==> src/rtl/tswPkg.sv <==
package tswPkg;

  typedef enum logic {
    MODE_ON_MISS = 1'b0,
    MODE_ON_USE  = 1'b1
  } tswMode_e;

  // strobes from the switch control into the context state
  typedef struct packed {
    logic clrLoad;    // accepted load clears its destination valid bit
    logic blockUse;   // active thread waits for the register it consumed
    logic blockMiss;  // miss thread waits for any fill
  } tswStrobes_t;

endpackage

==> src/rtl/tswContextState.sv <==
module tswContextState
  import tswPkg::*;
#(
  parameter int NTHREAD = 4,
  parameter int NREG    = 16,
  localparam int TW = $clog2(NTHREAD),
  localparam int RW = $clog2(NREG)
) (
  input  logic               clk,
  input  logic               rstN,
  input  logic [TW-1:0]      activeThread,
  input  logic [RW-1:0]      decSrcA,
  input  logic               decSrcAEn,
  input  logic [RW-1:0]      decSrcB,
  input  logic               decSrcBEn,
  input  logic [RW-1:0]      decLoadDst,
  input  logic [TW-1:0]      missThread,
  input  logic               fillValid,
  input  logic [TW-1:0]      fillThread,
  input  logic [RW-1:0]      fillReg,
  input  tswStrobes_t        strobes,
  output logic               useHit,
  output logic [NTHREAD-1:0] readyNext
);

  logic [NTHREAD-1:0][NREG-1:0] validVec;
  logic [NREG-1:0] activeValid;
  logic fillActive;
  logic aBad;
  logic bBad;
  logic [RW-1:0] useReg;

  assign activeValid = validVec[activeThread];
  assign fillActive  = fillValid && (fillThread == activeThread);

  // a fill in the same cycle as the read counts as valid
  assign aBad = decSrcAEn && !activeValid[decSrcA] && !(fillActive && fillReg == decSrcA);
  assign bBad = decSrcBEn && !activeValid[decSrcB] && !(fillActive && fillReg == decSrcB);
  assign useHit = aBad || bBad;
  assign useReg = aBad ? decSrcA : decSrcB;

  for (genvar t = 0; t < NTHREAD; t++) begin : gCtx
    logic [NREG-1:0] validQ;
    logic            blockedQ;
    logic            blockedD;
    logic            waitMissQ;
    logic            waitMissD;
    logic [RW-1:0]   waitRegQ;
    logic [RW-1:0]   waitRegD;
    logic            fillMine;
    logic            isActive;

    assign fillMine = fillValid && (fillThread == TW'(t));
    assign isActive = (activeThread == TW'(t));

    always_comb begin
      blockedD  = blockedQ;
      waitMissD = waitMissQ;
      waitRegD  = waitRegQ;
      if (blockedQ && fillMine && (waitMissQ || fillReg == waitRegQ)) begin
        blockedD = 1'b0;
      end
      if (strobes.blockMiss && missThread == TW'(t)) begin
        blockedD  = 1'b1;
        waitMissD = 1'b1;
      end
      if (strobes.blockUse && isActive) begin
        blockedD  = 1'b1;
        waitMissD = 1'b0;
        waitRegD  = useReg;
      end
    end

    always_ff @(posedge clk) begin
      if (!rstN) begin
        validQ    <= '1;
        blockedQ  <= 1'b0;
        waitMissQ <= 1'b0;
        waitRegQ  <= '0;
      end else begin
        if (fillMine) begin
          validQ[fillReg] <= 1'b1;
        end
        // a new load to the same register wins over an older fill
        if (strobes.clrLoad && isActive) begin
          validQ[decLoadDst] <= 1'b0;
        end
        blockedQ  <= blockedD;
        waitMissQ <= waitMissD;
        waitRegQ  <= waitRegD;
      end
    end

    assign validVec[t]  = validQ;
    assign readyNext[t] = !blockedD;
  end

endmodule

==> src/rtl/tswSwitchFsm.sv <==
module tswSwitchFsm
  import tswPkg::*;
#(
  parameter int NTHREAD = 4,
  localparam int TW = $clog2(NTHREAD)
) (
  input  logic               clk,
  input  logic               rstN,
  input  logic               useMode,
  input  logic               decValid,
  input  logic               decLoad,
  input  logic               decSwitch,
  input  logic               decSwitchTaken,
  input  logic               extReq,
  input  logic               missValid,
  input  logic [TW-1:0]      missThread,
  input  logic               useHit,
  input  logic [NTHREAD-1:0] readyNext,
  output tswStrobes_t        strobes,
  output logic [TW-1:0]      activeThread,
  output logic               flush,
  output logic [TW-1:0]      flushThread,
  output logic               stall
);

  tswMode_e      mode;
  logic [TW-1:0] activeQ;
  logic [TW-1:0] flushThreadQ;
  logic          flushQ;
  logic          stallQ;
  logic          accept;
  logic          useEv;
  logic          explicitEv;
  logic          missEv;
  logic          extEv;
  logic          switchEv;
  logic          found;
  logic [TW-1:0] pick;
  logic [TW-1:0] cand;

  assign mode = tswMode_e'(useMode);

  // decode belongs to squashed work during flush and is idle while stalled
  assign accept     = decValid && !stallQ && !flushQ;
  assign useEv      = (mode == MODE_ON_USE) && accept && useHit;
  assign explicitEv = accept && decSwitch && decSwitchTaken;
  assign missEv     = (mode == MODE_ON_MISS) && missValid && (missThread == activeQ) && !stallQ;
  assign extEv      = extReq && !stallQ;
  assign switchEv   = useEv || explicitEv || missEv || extEv;

  assign strobes.clrLoad   = accept && decLoad && !switchEv;
  assign strobes.blockUse  = useEv;
  assign strobes.blockMiss = (mode == MODE_ON_MISS) && missValid;

  // round-robin: lowest offset from the current thread wins, current last
  always_comb begin
    found = 1'b0;
    pick  = activeQ;
    cand  = activeQ;
    for (int off = NTHREAD; off >= 1; off--) begin
      cand = activeQ + TW'(off);
      if (readyNext[cand]) begin
        found = 1'b1;
        pick  = cand;
      end
    end
  end

  always_ff @(posedge clk) begin
    if (!rstN) begin
      activeQ      <= '0;
      flushQ       <= 1'b0;
      flushThreadQ <= '0;
      stallQ       <= 1'b0;
    end else if (stallQ) begin
      flushQ <= 1'b0;
      if (found) begin
        stallQ  <= 1'b0;
        activeQ <= pick;
      end
    end else if (switchEv) begin
      flushQ       <= 1'b1;
      flushThreadQ <= activeQ;
      if (found) begin
        activeQ <= pick;
      end else begin
        stallQ <= 1'b1;
      end
    end else begin
      flushQ <= 1'b0;
    end
  end

  assign activeThread = activeQ;
  assign flush        = flushQ;
  assign flushThread  = flushThreadQ;
  assign stall        = stallQ;

endmodule

==> src/rtl/blockThreadSwitcher.sv <==
module blockThreadSwitcher
  import tswPkg::*;
#(
  parameter int NTHREAD = 4,
  parameter int NREG    = 16,
  localparam int TW = $clog2(NTHREAD),
  localparam int RW = $clog2(NREG)
) (
  input  logic          clk,
  input  logic          rstN,
  input  logic          useMode,
  input  logic          decValid,
  input  logic [RW-1:0] decSrcA,
  input  logic          decSrcAEn,
  input  logic [RW-1:0] decSrcB,
  input  logic          decSrcBEn,
  input  logic          decLoad,
  input  logic [RW-1:0] decLoadDst,
  input  logic          decSwitch,
  input  logic          decSwitchTaken,
  input  logic          extReq,
  input  logic          missValid,
  input  logic [TW-1:0] missThread,
  input  logic          fillValid,
  input  logic [TW-1:0] fillThread,
  input  logic [RW-1:0] fillReg,
  output logic [TW-1:0] activeThread,
  output logic          flush,
  output logic [TW-1:0] flushThread,
  output logic          stall
);

  tswStrobes_t        strobes;
  logic               useHit;
  logic [NTHREAD-1:0] readyNext;

  tswSwitchFsm #(.NTHREAD(NTHREAD)) u_ctl (
    .clk            (clk),
    .rstN           (rstN),
    .useMode        (useMode),
    .decValid       (decValid),
    .decLoad        (decLoad),
    .decSwitch      (decSwitch),
    .decSwitchTaken (decSwitchTaken),
    .extReq         (extReq),
    .missValid      (missValid),
    .missThread     (missThread),
    .useHit         (useHit),
    .readyNext      (readyNext),
    .strobes        (strobes),
    .activeThread   (activeThread),
    .flush          (flush),
    .flushThread    (flushThread),
    .stall          (stall)
  );

  tswContextState #(.NTHREAD(NTHREAD), .NREG(NREG)) u_ctx (
    .clk          (clk),
    .rstN         (rstN),
    .activeThread (activeThread),
    .decSrcA      (decSrcA),
    .decSrcAEn    (decSrcAEn),
    .decSrcB      (decSrcB),
    .decSrcBEn    (decSrcBEn),
    .decLoadDst   (decLoadDst),
    .missThread   (missThread),
    .fillValid    (fillValid),
    .fillThread   (fillThread),
    .fillReg      (fillReg),
    .strobes      (strobes),
    .useHit       (useHit),
    .readyNext    (readyNext)
  );

endmodule

==> config.mk <==
export PLATFORM = sky130hd
export DESIGN_NAME = blockThreadSwitcher
export DESIGN_NICKNAME = d
export VERILOG_FILES = /design/src/rtl/tswPkg.sv /design/src/rtl/tswContextState.sv /design/src/rtl/tswSwitchFsm.sv /design/src/rtl/blockThreadSwitcher.sv
export SDC_FILE = /design/constraint.sdc
export NUM_CORES = 1
export LEC_CHECK = 0
export BUFFER_PORTS_ARGS = -buffer_cell sky130_fd_sc_hd__buf_2
export CORE_ASPECT_RATIO = 1.4
export CORE_MARGIN = 2
export CORE_UTILIZATION = 45
export DETAILED_ROUTE_END_ITERATION = 8
export MAX_ROUTING_LAYER = met4
export PLACE_DENSITY = 0.76
export SKIP_CTS_REPAIR_TIMING = 1
export SYNTH_ARGS = -nofsm -noshare
export SYNTH_HDL_FRONTEND = slang
export SYNTH_HIERARCHICAL = 1
export SYNTH_SLANG_ARGS = --single-unit
export TNS_END_PERCENT = 5
==> constraint.sdc <==
create_clock -name clk -period 3.65 [get_ports clk]
set_input_delay 0.1825 -clock clk [delete_from_list [all_inputs] [get_ports clk]]
set_output_delay 0.1825 -clock clk [all_outputs]
set_load 0.005 [all_outputs]
=== After elaboration in Yosys (flattened, before gate mapping) ===
Cells that the tools add are included.

* Flip-flop bits (word level): 94
* Output and inout port bits: 6
* Logic and storage cells: 193

* Reduce and logical (&&, ||, !) cells: 74
* $add $sub $neg: 3
* Bitwise operators: 12
* Mux-type cells: 57
* Equality and inequality tests: 17
* Magnitude comparators: 10

{| class="wikitable"
|+ Operator list
! kind !! number
|-
| 16-bit two-way mux || 13
|-
| 16-bit AND || 4
|-
| 16-bit OR || 4
|-
| 1-bit logical AND || 45
|-
| 16-bit binary-select mux with 2-bit select || 1
|-
| 1-bit two-way mux || 28
|-
| 4-bit equality test || 6
|-
| 4-bit by 5-bit less-than comparator with 1-bit output (second input constant) || 4
|-
| 16-bit NOT || 1
|-
| 2-bit equality test (second input constant) || 6
|-
| 2-bit by 3-bit less-than comparator with 1-bit output (second input constant) || 4
|-
| 2-bit two-way mux || 6
|-
| 1-bit logical NOT || 11
|-
| 2-bit OR reduction || 5
|-
| 1-bit binary-select mux with 2-bit select || 4
|-
| 1-bit binary-select mux with 4-bit select || 2
|-
| 1-bit demux with 4-bit select || 2
|-
| 4-bit by 1-bit greater-or-equal comparator with 1-bit output (second input constant) || 2
|-
| 1-bit logical OR || 8
|-
| 2-bit by 1-bit equality test with 1-bit output (second input constant) || 3
|-
| 2-bit logical NOT || 3
|-
| 2-bit adder (second input constant) || 2
|-
| 2-bit equality test || 2
|-
| 4-bit two-way mux || 1
|-
| 4 further kinds || 6
|}

=== Logic depth before layout (Yosys ltp) ===
* Depth in word-level cells: 21
* Mapped depth: 22
* Depth with buffers taken out: 16

=== Hierarchy ===
Netlist, hierarchy kept.

{| class="wikitable"
|+ Modules (own cells, without submodules)
! module !! seq. area each (um^2) !! area an instance (um^2) !! cells each !! instances
|-
| tswContextState || 1761.7 || 4750.8 || 569 || 1
|-
| tswSwitchFsm || 120.1 || 451.7 || 55 || 1
|}

=== Worst setup path before layout ===
Ideal clock, no wire load.

* Path type: reg2reg
* Start: register u_ctl.activeQ[0] (netlist: u_ctl/activeThread[0])
* End: register u_ctl.activeQ[0] (netlist: u_ctl/activeThread[0])
* Clock period less this slack: 3.963 ns
* Required time: 3.578 ns
* Slack: -0.313 ns
* Arrival: 3.892 ns
* Stages on the path, launching flop included: 20
* Cell sequence: dfxtp_1 -> buf_6 -> buf_8 -> buf_8 -> mux4_2 -> mux4_2 -> mux4_2 -> o21bai_1 -> nand2_1 -> nor3_1 -> buf_4 -> clkbuf_1 -> nand2_1 -> nand2_1 -> a21oi_1 -> nor3b_1 -> a31oi_1 -> o21ai_0 -> a211oi_1 -> mux2i_1

* Longest elaborated chain between the ends: 21

{| class="wikitable"
|+ RTL lines
! what !! line !! source
|-
| start: declaration || tswSwitchFsm.sv:27 || <nowiki>logic [TW-1:0] activeQ;</nowiki>
|-
| start signal: assignment || tswSwitchFsm.sv:79 || <nowiki>activeQ <= pick;</nowiki>
|-
| start signal: assignment || tswSwitchFsm.sv:85 || <nowiki>activeQ <= pick;</nowiki>
|-
| 16-bit binary-select mux with 2-bit select || tswContextState.sv:33 || <nowiki>assign activeValid = validVec[activeThread];</nowiki>
|-
| 16-bit two-way mux (implied by the code) || tswContextState.sv:33 ||
|-
| 1-bit binary-select mux with 4-bit select (on tied branches) || tswContextState.sv:37, tswContextState.sv:38 ||
|-
| 1-bit two-way mux (on tied branches) || tswContextState.sv:37, tswContextState.sv:38 ||
|-
| 1-bit logical NOT (on tied branches) || tswContextState.sv:37, tswContextState.sv:38 ||
|-
| 1-bit logical AND (on tied branches) (2 in series) || tswContextState.sv:37, tswContextState.sv:38 ||
|-
| 1-bit logical OR * || tswContextState.sv:39 || <nowiki>assign useHit = aBad || bBad;</nowiki>
|-
| named net useHit || blockThreadSwitcher.sv:34 || <nowiki>logic useHit;</nowiki>
|-
| [1 not listed] || - ||
|-
| named net u_ctl.useEv || tswSwitchFsm.sv:32 || <nowiki>logic useEv;</nowiki>
|-
| [2 not listed] || - ||
|-
| 1-bit logical NOT * || tswContextState.sv:95 || <nowiki>assign readyNext[t] = !blockedD;</nowiki>
|-
| named net readyNext[2] || blockThreadSwitcher.sv:35 || <nowiki>logic [NTHREAD-1:0] readyNext;</nowiki>
|-
| 1-bit binary-select mux with 2-bit select || tswSwitchFsm.sv:62 || <nowiki>if (readyNext[cand]) begin</nowiki>
|-
| 1-bit two-way mux (implied by the code) || tswSwitchFsm.sv:62 ||
|-
| 1-bit two-way mux (4 in series) || tswSwitchFsm.sv:62 ||
|-
| 2-bit two-way mux * || tswSwitchFsm.sv:77, tswSwitchFsm.sv:84 ||
|-
| 2-bit two-way mux || tswSwitchFsm.sv:81 || <nowiki>end else if (switchEv) begin</nowiki>
|-
| 2-bit two-way mux * || tswSwitchFsm.sv:75 || <nowiki>end else if (stallQ) begin</nowiki>
|}

The timed path passes the listed nets; every way through them passes the cells marked *. The select of a mux whose other input is x is not followed.
A chain may end at the register's enable or synchronous reset.

==> results.sh <==
export IMPL_status="finished, final reports clean"
export IMPL_cts_buffer_depth=2
export IMPL_core_um2=11300
export IMPL_p_leak_nw=2.23
export IMPL_grt_overflow=0
export IMPL_final_cell_mix="dfxtp_1, nor2_1, a21oi_1"
export IMPL_ant_nets=0
export IMPL_fin_tns_setup_ns=0
export IMPL_setup_ws_ns=0.0346
export IMPL_drt_iter0_drc=488
export IMPL_critPathMaxFanout=6
export IMPL_synth_top_area_share_pct=36.2
export IMPL_rsz0062_at_grt="true"
export IMPL_crit_family="multiplexers"
export IMPL_period_minus_slack_ns=3.62
export IMPL_final_cells=819
export IMPL_cts_sinks=94
export IMPL_synthSimpleGateAreaFrac_pct=19.6
export IMPL_synth_seq_cells=94
export IMPL_netlist_area_um2=5200
export IMPL_critPathLaunchType="flop"
export IMPL_avgSynthCellArea_um2=8.34
export IMPL_gr_usage_all_layers_pct=26.2
export IMPL_htreeDepth=3
export IMPL_synth_edf_count=0
export IMPL_async_flop_share_pct=0
export IMPL_rows=46
export IMPL_grt_max_degree=77
export IMPL_dp_cells=798
export IMPL_cts_root_buf="clkbuf_16"
export IMPL_yosys_area_top_type="dfxtp_1"
export IMPL_maxSlewHeadroom_pct=48.0
export IMPL_synthesis_nets=656
export IMPL_fin_worst_skew_ns=0.00794
export IMPL_yosys_area_share_xor_xnor_pct=4.71
export IMPL_cp_slowest_cell="mux4_1"
export IMPL_max_cap_violations=0
export IMPL_slowest_delay_ns=0.57
export IMPL_synth_warnings=6
export IMPL_cp_common_cell="nand2_1"
export IMPL_crit_type="flop to flop"
export IMPL_netlist_top_cells_area="dfxtp_1, mux4_2, a21oi_1"
export IMPL_drv_slew=0
export IMPL_post_drt_via_cell_ratio=6.09
export IMPL_synth_top_family_by_area="compound AO/OA/AOI/OAI gates"
export IMPL_required_ns=3.92
export IMPL_cts_buffers=9
export IMPL_syn_inst=624
export IMPL_synthAdderAreaFrac_pct=0
export IMPL_grt_pass1_wl_mm=24.8
export IMPL_ys_seq_area_share_pct=36.2
export IMPL_wirelength_mm=15.6
export IMPL_start_util_pct=46.1
export IMPL_critPathCaptureType="flop"
export IMPL_synth_cell_types=51
export IMPL_pwr_density_cell_nw_per_um2=400
export IMPL_setup_viol=0
export IMPL_die_h_um=131
export IMPL_dieWidth_um=94.9
export IMPL_path_buf_inv=2
export IMPL_arrival_ns=3.89
export IMPL_dp_hpwl_mm=11.0
export IMPL_num_io_pins=38
export IMPL_synthMuxAreaShare_pct=13.2
export IMPL_drc=0
export IMPL_clkLatencyLatePin_ns=0.35
export IMPL_fmax_ghz=0.277
export IMPL_io_buffers=37
export IMPL_crit_chain="buf_4 -> mux4_1 -> mux4_2 -> mux4_2 -> o21bai_1 -> nand2_1 -> nor3_2 -> buf_4 -> nand2_1 -> nand2_1 -> a21oi_1 -> nor3b_1 -> a31oi_1 -> o21ai_1 -> a211oi_2 -> mux2i_1"
export IMPL_gp_congestion=0.910
export IMPL_worstMarginPinSlew_ns=0.772
export IMPL_ir_worst_vdd_mv=0.190
export IMPL_drive_gt1_share_pct=20.0
export IMPL_synthFlopType="dfxtp_1"
export IMPL_antenna_found_initial=0
export IMPL_diodes=0
export IMPL_die_area_um2=12400
export IMPL_pre_cts_ws_ns=-0.0454
export IMPL_final_nets=702
export IMPL_clkSlewWorstSetupHoldPaths_ns=0.07
export IMPL_routed_via_count=4989
export IMPL_avgRoutedWirePerCell_um=19.0
export IMPL_grt_pass1_vias=4949
export IMPL_hp_class="input pin to flop"
export IMPL_drt_first_pass_iters=5
export IMPL_finalCritPeriodShare_pct=99.1
export IMPL_final_common_cell="dfxtp_1"
export IMPL_tritoncts="yes"
export IMPL_synth_compound_area_share_pct=21.3
export IMPL_hold_viol_final=0
export IMPL_syn_to_final_growth_pct=16.6
-- metal layers --
metal	routed length [µm]	GRT usage, %
met5	0	-
met4	679	14.2
met3	1280	4.36
met2	7780	42.0
met1	5830	31.0
-- stage by stage --
stage / power, mW / util [%] / hold WS (ns) / area (µm²)
after floorplan: 1.33 / - / 0.317 / 5220
after global placement: 1.44 / 50.4 / 0.441 / 5690
after detailed placement: 1.45 / 50.4 / 0.450 / 5690
after CTS: 2.40 / 53.2 / 0.179 / 6000
after global routing: 2.51 / 53.8 / 0.205 / 6060
final: 2.42 / 53.8 / 0.191 / 6060
-- where the power goes --
group / switching, mW / internal (mW)
clock network: 0.408 / 0.554
logic: 0.236 / 0.171
registers: 0.0140 / 1.04
-- layout make-up --
| class | instances | area [µm²] |
|---|---|---|
| fillers | 1030 | 5220 |
| multi-input cells | 476 | 3090 |
| flip-flops and latches | 94 | 1890 |
| repair buffers | 78 | 563 |
| clock buffers | 10 | 239 |
| well taps | 144 | 180 |
| clock inverters | 6 | 68.8 |
| inverters | 11 | 41.3 |
-- kinds of logic (layout without fill, tap and decap cells) --
family / count (synthesis) / in the layout
DFF: 94 / 94
and+or+nand+nor: 214 / 214
muxes: 39 / 39
buffers and inverters: 54 / 105
AOI/OAI and AO/OA: 195 / 195
xor gates and xnor gates: 28 / 28
-- worst reg2reg max path: stages, from the launching register on --
cell and delay [ns]:
dfxtp_4 0.41, buf_4 0.13, mux4_1 0.57, mux4_2 0.46
mux4_2 0.48, o21bai_1 0.15, nand2_1 0.09, nor3_2 0.10
buf_4 0.15, nand2_1 0.05, nand2_1 0.06, a21oi_1 0.05
nor3b_1 0.15, a31oi_1 0.14, o21ai_1 0.10, a211oi_2 0.24
mux2i_1 0.21
-- sequential cells by signal (all words and copies together) (netlist names) --
signal and flops:
u_ctx/gCtx.waitRegQ 16, u_ctl/stall 1, u_ctx/gCtx.validQ 64, u_ctx/gCtx.waitMissQ 4
u_ctl/flushThread 2, u_ctl/activeThread 2, u_ctl/flush 1, u_ctx/gCtx.blockedQ 4
-- cells in the mapped netlist, types with 4 or more instances --
cell      number
mux2i_1       15
clkbuf_1      24
nor2b_1        7
buf_2          6
nand2b_1      10
o211ai_1      24
dfxtp_1       94
nor2_1        89
nand3_1       12
nor4_1         5
xnor2_1       12
buf_1          5
inv_1         11
o21ai_0       71
and3_1         4
a22oi_1        4
mux4_2        21
a22o_1         4
buf_4          4
xor2_1        16
a21oi_1       75
a21boi_0       4
nor3_1         9
nand2_1       56
-- worst paths after layout --
| path | startpoint | endpoint | slack, ns | depth (start not counted) |
|---|---|---|---|---|
| max | u_ctl/activeThread[0] | u_ctl/activeThread[0] | 0.03 | 16 |
| min | decSrcB[2] | u_ctx/gCtx[2].waitRegQ[2] | 0.19 | 3 |
| max reg2reg | u_ctl/activeThread[0] | u_ctl/activeThread[0] | 0.03 | 16 |
| min reg2reg | u_ctx/gCtx[3].waitMissQ | u_ctx/gCtx[3].waitMissQ | 0.46 | 2 |
No activity file was read; power rests on OpenSTA's default activity.
